<file path="src/rtl/subskip_pkg.sv">
// Shared types for the subtract-and-skip core.
// Assumes: the sequencer and the top module use the same state encoding.
package subskip_pkg;

    // Phases of one instruction, plus the terminal stopped phase.
    typedef enum logic [1:0] {
        SK_FETCH = 2'd0,   // read the program word at PC
        SK_OPND  = 2'd1,   // program word returned; read the operand
        SK_EXEC  = 2'd2,   // operand returned; write the difference back
        SK_HALT  = 2'd3    // stop word seen; no further accesses
    } sk_state_e;

endpackage

</file>
<file path="src/rtl/subskip_alu.sv">
// Reverse subtractor: computes operand minus accumulator and reports the borrow.
// Assumes: both inputs are unsigned words of the same width.
module subskip_alu #(
    parameter int WORD_W = 16
) (
    input  logic [WORD_W-1:0] operand,
    input  logic [WORD_W-1:0] acc,
    output logic [WORD_W-1:0] diff,
    output logic              borrow
);

    localparam int EXT_W = WORD_W + 1;

    logic [EXT_W-1:0] wide;

    // Subtract with one extra bit so that the top bit carries the borrow.
    always_comb begin
        wide   = {1'b0, operand} - {1'b0, acc};
        diff   = wide[WORD_W-1:0];
        borrow = wide[WORD_W];
    end

endmodule

</file>
<file path="src/rtl/subskip_pc.sv">
// Program counter: steps by one or by two (skip) at the end of each instruction.
// Assumes: adv is high for exactly one cycle per instruction; the count wraps.
module subskip_pc #(
    parameter int WORD_W = 16
) (
    input  logic              clk,
    input  logic              rst_n,
    input  logic              adv,
    input  logic              skip,
    output logic [WORD_W-1:0] pc
);

    localparam logic [WORD_W-1:0] STEP_ONE = WORD_W'(1);
    localparam logic [WORD_W-1:0] STEP_TWO = WORD_W'(2);

    logic [WORD_W-1:0] step;

    // Pick the step size from the borrow of the finishing instruction.
    always_comb begin
        step = skip ? STEP_TWO : STEP_ONE;
    end

    // Clear on reset; on advance add the step, wrapping at the word width.
    always_ff @(posedge clk) begin
        if (!rst_n) begin
            pc <= '0;
        end else if (adv) begin
            pc <= pc + step;
        end
    end

endmodule

</file>
<file path="src/rtl/subskip_datapath.sv">
// Datapath: holds the operand address and the accumulator, and runs the subtractor.
// Assumes: cap_addr is high in the cycle the program word is on rdata, and
// commit is high in the cycle the operand is on rdata.
module subskip_datapath #(
    parameter int WORD_W = 16
) (
    input  logic              clk,
    input  logic              rst_n,
    input  logic              cap_addr,
    input  logic              commit,
    input  logic [WORD_W-1:0] rdata,
    output logic [WORD_W-1:0] op_addr,
    output logic [WORD_W-1:0] diff,
    output logic              borrow
);

    logic [WORD_W-1:0] acc_q;

    subskip_alu #(.WORD_W(WORD_W)) alu_i (
        .operand (rdata),
        .acc     (acc_q),
        .diff    (diff),
        .borrow  (borrow)
    );

    // Hold the operand address so the write-back can target it.
    always_ff @(posedge clk) begin
        if (!rst_n) begin
            op_addr <= '0;
        end else if (cap_addr) begin
            op_addr <= rdata;
        end
    end

    // Accumulator: cleared on reset, loaded with each committed difference.
    always_ff @(posedge clk) begin
        if (!rst_n) begin
            acc_q <= '0;
        end else if (commit) begin
            acc_q <= diff;
        end
    end


    commit_gap_chk: assert property (@(posedge clk) disable iff (!rst_n)
        commit |=> !commit);

endmodule

</file>
<file path="src/rtl/subskip_seq.sv">
// Sequencer: walks fetch, operand read and write-back, and stops on the stop word.
// Assumes: stop_word is only meaningful in the operand phase (program word on rdata).
module subskip_seq (
    input  logic                   clk,
    input  logic                   rst_n,
    input  logic                   stop_word,
    output subskip_pkg::sk_state_e state
);
    import subskip_pkg::*;

    sk_state_e state_nx;

    // Next phase: fixed three-phase loop, left only through the stop word.
    always_comb begin
        unique case (state)
            SK_FETCH: state_nx = SK_OPND;
            SK_OPND:  state_nx = stop_word ? SK_HALT : SK_EXEC;
            SK_EXEC:  state_nx = SK_FETCH;
            default:  state_nx = SK_HALT;
        endcase
    end

    // Phase register, restarting at the fetch phase on reset.
    always_ff @(posedge clk) begin
        if (!rst_n) begin
            state <= SK_FETCH;
        end else begin
            state <= state_nx;
        end
    end


    exec_then_fetch_chk: assert property (@(posedge clk) disable iff (!rst_n)
        state == SK_EXEC |=> state == SK_FETCH);


    halt_final_chk: assert property (@(posedge clk) disable iff (!rst_n)
        state == SK_HALT |=> state == SK_HALT);

endmodule

</file>
<file path="src/rtl/subskip_core.sv">
// Subtract-and-skip core top: ties sequencer, program counter and datapath to
// one synchronous single-port memory.
// Assumes: memory read data appears one cycle after a read request; a write
// and a read are never requested in the same cycle.
module subskip_core #(
    parameter int WORD_W = 16
) (
    input  logic              clk,
    input  logic              rst_n,
    output logic [WORD_W-1:0] mem_addr,
    output logic [WORD_W-1:0] mem_wdata,
    output logic              mem_we,
    output logic              mem_en,
    input  logic [WORD_W-1:0] mem_rdata,
    output logic              halt
);
    import subskip_pkg::*;

    localparam logic [WORD_W-1:0] STOP_CODE = '1;

    sk_state_e         state;
    logic              stop_word;
    logic [WORD_W-1:0] pc;
    logic [WORD_W-1:0] op_addr;
    logic [WORD_W-1:0] diff;
    logic              borrow;
    logic              in_fetch;
    logic              in_opnd;
    logic              in_exec;

    // Decode the phase and recognise the stop word on the read bus.
    always_comb begin
        in_fetch  = (state == SK_FETCH);
        in_opnd   = (state == SK_OPND);
        in_exec   = (state == SK_EXEC);
        stop_word = (mem_rdata == STOP_CODE);
    end

    subskip_seq seq_i (
        .clk       (clk),
        .rst_n     (rst_n),
        .stop_word (stop_word),
        .state     (state)
    );

    subskip_pc #(.WORD_W(WORD_W)) pc_i (
        .clk   (clk),
        .rst_n (rst_n),
        .adv   (in_exec),
        .skip  (borrow),
        .pc    (pc)
    );

    subskip_datapath #(.WORD_W(WORD_W)) dp_i (
        .clk      (clk),
        .rst_n    (rst_n),
        .cap_addr (in_opnd),
        .commit   (in_exec),
        .rdata    (mem_rdata),
        .op_addr  (op_addr),
        .diff     (diff),
        .borrow   (borrow)
    );

    // Memory port: fetch at PC, operand read at the returned word, write-back.
    always_comb begin
        mem_en    = in_fetch | (in_opnd & ~stop_word) | in_exec;
        mem_we    = in_exec;
        mem_wdata = diff;
        if (in_opnd) begin
            mem_addr = mem_rdata;
        end else if (in_exec) begin
            mem_addr = op_addr;
        end else begin
            mem_addr = pc;
        end
    end

    // Halt flag straight from the terminal phase.
    always_comb begin
        halt = (state == SK_HALT);
    end


    halt_quiet_chk: assert property (@(posedge clk) disable iff (!rst_n)
        halt |=> (halt && !mem_en));


    stop_entry_chk: assert property (@(posedge clk) disable iff (!rst_n)
        (in_opnd && mem_rdata == STOP_CODE) |-> (!mem_en ##1 halt));


    write_gap_chk: assert property (@(posedge clk) disable iff (!rst_n)
        mem_we |=> !mem_we);


    write_target_chk: assert property (@(posedge clk) disable iff (!rst_n)
        mem_we |-> (mem_en && mem_addr == $past(mem_addr) && $past(mem_en) && !$past(mem_we)));

endmodule

</file>
<file path="config.mk">
export PLATFORM = sky130hd
export DESIGN_NAME = subskip_core
export DESIGN_NICKNAME = d
export VERILOG_FILES = /design/src/rtl/subskip_pkg.sv /design/src/rtl/subskip_alu.sv /design/src/rtl/subskip_pc.sv /design/src/rtl/subskip_datapath.sv /design/src/rtl/subskip_seq.sv /design/src/rtl/subskip_core.sv
export SDC_FILE = /design/constraint.sdc
export NUM_CORES = 1
export LEC_CHECK = 0
export ABC_AREA = 1
export BUFFER_PORTS_ARGS = -buffer_cell sky130_fd_sc_hd__buf_2
export CELL_PAD_IN_SITES_DETAIL_PLACEMENT = 1
export CELL_PAD_IN_SITES_GLOBAL_PLACEMENT = 2
export CORE_ASPECT_RATIO = 1.25
export CORE_MARGIN = 2
export CORE_UTILIZATION = 32
export CTS_CLUSTER_SIZE = 20
export DETAILED_ROUTE_END_ITERATION = 12
export PLACE_DENSITY_LB_ADDON = 0.1
export SETUP_SLACK_MARGIN = 0.02
export SLEW_MARGIN = 20
export SYNTH_ARGS = -nofsm -noshare
export SYNTH_HDL_FRONTEND = slang
export SYNTH_SLANG_ARGS = --single-unit
</file>
<file path="constraint.sdc">
create_clock -name clk -period 8 [get_ports clk]
set_input_delay 1.6 -clock clk [delete_from_list [all_inputs] [get_ports clk]]
set_output_delay 1.6 -clock clk [all_outputs]
set_load 0.1 [all_outputs]
</file>
## Word level (Yosys, flattened, before mapping)

Cells that the tools add are included.

- Register bits: 50
- Input port bits: 18
- Output and inout bits: 35
- Logic and storage cells: 20

- Add/subtract/negate cells: 2
- Equal/unequal tests: 4
- Multiplexer cells: 5
- Bitwise operators: 4
- Reductions and logical operators: 1

Operators with widths:

| operator | count |
|---|---|
| two-way mux 16 bit | 2 |
| subtractor 16 x 16 -> 17 bit | 1 |
| adder 16 bit | 1 |
| equality test 16 bit, second input constant | 1 |
| case mux 2 bit (3 select lines) | 1 |
| equality test 2 bit, second input constant | 2 |
| equality test 2 x 1 -> 1 bit, second input constant | 1 |
| zero test 2 bit | 1 |
| two-way mux 2 bit | 1 |
| OR 1 bit | 2 |
| AND 1 bit | 1 |
| two-way mux 1 bit | 1 |
| inverter 1 bit | 1 |

## Logic depth before layout (Yosys ltp)

- Word-level depth: 5
- Depth in mapped cells: 21
- Gate-level depth less buffers: 21

## Modules after synthesis

Synthesis repeated with hierarchy kept, for this count alone.

- Cell total of the unflattened synthesis: 644
- Area, all modules: 3767.4 um^2

Modules (own cells, without submodules):

| module | instances | cells each | area an instance (um^2) | sequential area each (um^2) |
|---|---|---|---|---|
| subskip_datapath | 1 | 201 | 1350.0 | 640.6 |
| subskip_alu | 1 | 209 | 1064.8 | 0.0 |
| subskip_pc | 1 | 130 | 849.6 | 320.3 |
| subskip_core | 1 | 93 | 429.2 | 0.0 |
| subskip_seq | 1 | 11 | 73.8 | 40.0 |

## Least setup slack after synthesis

Ideal clock, no wire load.

- Kind: input port to output port
- Start: in mem_rdata[0]
- End: out mem_wdata[8]
- Arrival time: 4.148 ns
- Required time: 6.400 ns
- Slack: 2.252 ns
- Stages on the path: 8
- Buffers on the path: 0
- Cell sequence: inv_1 -> ha_1 -> fa_1 -> inv_1 -> nand3_1 -> nand2_1 -> a21oi_1 -> xnor2_1

- Cells in the longest elaborated chain, start to end: 1

RTL lines:

| what | RTL line | source |
|---|---|---|
| from (decl) | subskip_core.sv:14 | `input logic [WORD_W-1:0] mem_rdata,` |
| subtractor 16 x 16 -> 17 bit | subskip_alu.sv:18 | `wide = {1'b0, operand} - {1'b0, acc};` |
| to (decl) | subskip_core.sv:11 | `output logic [WORD_W-1:0] mem_wdata,` |

No other way between the ends.

## Worst setup path in the final report

- Start: in mem_rdata[0]
- End: out mem_wdata[14]

The elaborated chain is that of the path after synthesis.

==> results.ini <==
[drt]
drc = 0
routedWlPerCell_um = 14.5
postRouteAntennaNets = 0
drtPass1Iterations = 4
routed_via_density = 4.80
wirelength_mm = 10.2
dr.first_iter.drc_count = 72
vias = 3401

[clocking]
cts.sinks = 50
clock_path_buffers = 2
cts_tree = done
htree_num_levels = 2
ctsResizeCount = 0
path_clk_slew_ns = 0.07
cts-root-buf = clkbuf_16
numCtsBuffers = 5
cts_setup_buffers = 0
clk_latency_ns = 0.29
cts_hold_buf = 0

[cells_and_area]
drive_above_1_share_pct = 12.6
utilization_pct = 38.0
n_antenna_cell = 0
final_common_cell = nand2_1
syn_to_final_growth_pct = 15.7
nets = 616
layout_common_cells = nand2_1 (168), inv_1 (85), buf_2 (52)
design_area_mm2 = 0.00382

[worst_setup_path]
cp-end-kind = output port
r2r_slack_ns = 4.69
crit_arrival_ns = 3.51
cp-start-kind = primary input
path_max_fanout = 3
path_class = primary input to output port
crit_chain = buf_2, inv_1, ha_1, fa_1, inv_1, nand4_1, nand2_1, nand2_1, nand3_1, and2_1, buf_2
critPathMaxStageDelay_ns = 0.41
critPathSlowestCell = fa_1
crit_required_ns = 6.40

[synth]
seq_area_frac_synth_pct = 30.4
syn_area_mm2 = 0.00330
syn_nets = 568
ys.flop_type = dfxtp_1
synth_edf_count = 0
yosysWarnings = 0
async_flop_share_pct = 0
avgSynthCellArea_um2 = 6.22
ys_types = 29
ys_seq_elements = 50
synth_cells = 530

[sta]
tns_ns = 0
rsz0062_at_grt = no
drv_slew = 0
fin_ws_ns = 2.89
finalSetupViolCount = 0
hold_violations = 0
fmax_mhz = 196
fin_crit_ns = 5.11
fin_skew_ns = 0.00417
slew_headroom_pct = 54.0
tightest_slew_ns = 0.689
period_share_pct = 63.9

[floorplan]
core_area_mm2 = 0.0101
die_h_um = 117
pin_count = 53
core.rowCount = 41
initial_core_util_pct = 32.8
fp.dieW_um = 94.8
design.die.area_mm2 = 0.0111

[placement]
dp_worst_setup_slack_ns = 2.87
place_area_mm2 = 0.00367
gp_congestion = 0.840
numPortBuffers = 52
place.detailed.hpwl_mm = 8.13

[min_path]
holdCritPathClass = flop to flop

[grt]
first_global_vias = 3488
grt_usage_pct = 19.6
antenna_found_initial = 0
grt_pass1_wl_mm = 17.2
grt_max_degree = 32
gr-total-overflow = 0

[pwr]
ir_worst_vdd_mv = 0.0854
p_leak_nw = 1.81
power_density_mw_per_mm2 = 226

[flow_run]
drv_cap = 0

[status]
status = completed

## area by class of cell
type	instances	area [µm²]
clock buffer	7	143
clock inverter	1	5.00
multi-input combinational	379	1900
tap	129	161
timing repair buffer	53	268
inverter	89	334
fill	1375	6240
sequential	50	1000
## per-stage QoR
step	hold WS (ns)	instances	total power [W]
floorplan	0.426	530	0.000579
global placement	0.440	700	0.000644
detailed placement	0.441	700	0.000647
CTS	0.456	708	0.000874
global route	0.479	708	0.000911
finish	0.453	708	0.000861
## state kept, by name, indices dropped and copies added, names as in the netlist
register      cells
pc_i.pc          16
dp_i.acc_q       16
seq_i.state       2
dp_i.op_addr     16
## critical path: cells and delay by family
kind | cells | cell delay [ns]
buf+inv | 4 | 0.64
fa+ha+maj | 2 | 0.63
simple gates | 5 | 0.61
## path summary, 6_finish.rpt
kind	from	endpoint	cells past startpoint
worst max-delay path	mem_rdata[0]	mem_wdata[14]	11
worst min-delay path	dp_i.acc_q[8]	dp_i.acc_q[8]	2
worst max register to register	dp_i.acc_q[0]	pc_i.pc[10]	19
worst min register to register	dp_i.acc_q[8]	dp_i.acc_q[8]	2
## where the power goes
group | internal [W] | switching, W
clock | 0.000125 | 0.0000985
combinational | 0.0000683 | 0.000303
sequential | 0.000261 | 0.00000620
total | 0.000454 | 0.000408
## metal layers
metal	GRT usage [%]	wire length, µm	vias up
met1	24.8	4640	1601
li1	-	-	1762
met3	2.37	191	8
met2	34.4	5220	30
met4	5.62	191	0
met5	0	0	-
## kinds of logic after synthesis
logic type	share of synthesized area, %
buffers and inverters	11.9
flip-flops	30.4
adder cells (fa/ha/maj)	8.05
AO/OA/AOI/OAI	13.4
XOR/XNOR	2.39
AND/OR/NAND/NOR	33.9
## cell usage after synthesis, types with 5 or more instances
master   count  share of area [%]
nor2_1      36                4.1
nor3_1       9                1.4
ha_1        18                6.8
nand4_1      8                1.5
xor2_1       5                1.3
nand3_1     23                3.5
inv_1       85                9.7
nor2_2       5               0.95
a21oi_1     38                5.8
nand2_1    168                 19
dfxtp_1     50                 30
and2_1       7                1.3
buf_2        7                1.1
o21ai_0     40                6.1
(Power assumes the default switching activity.)
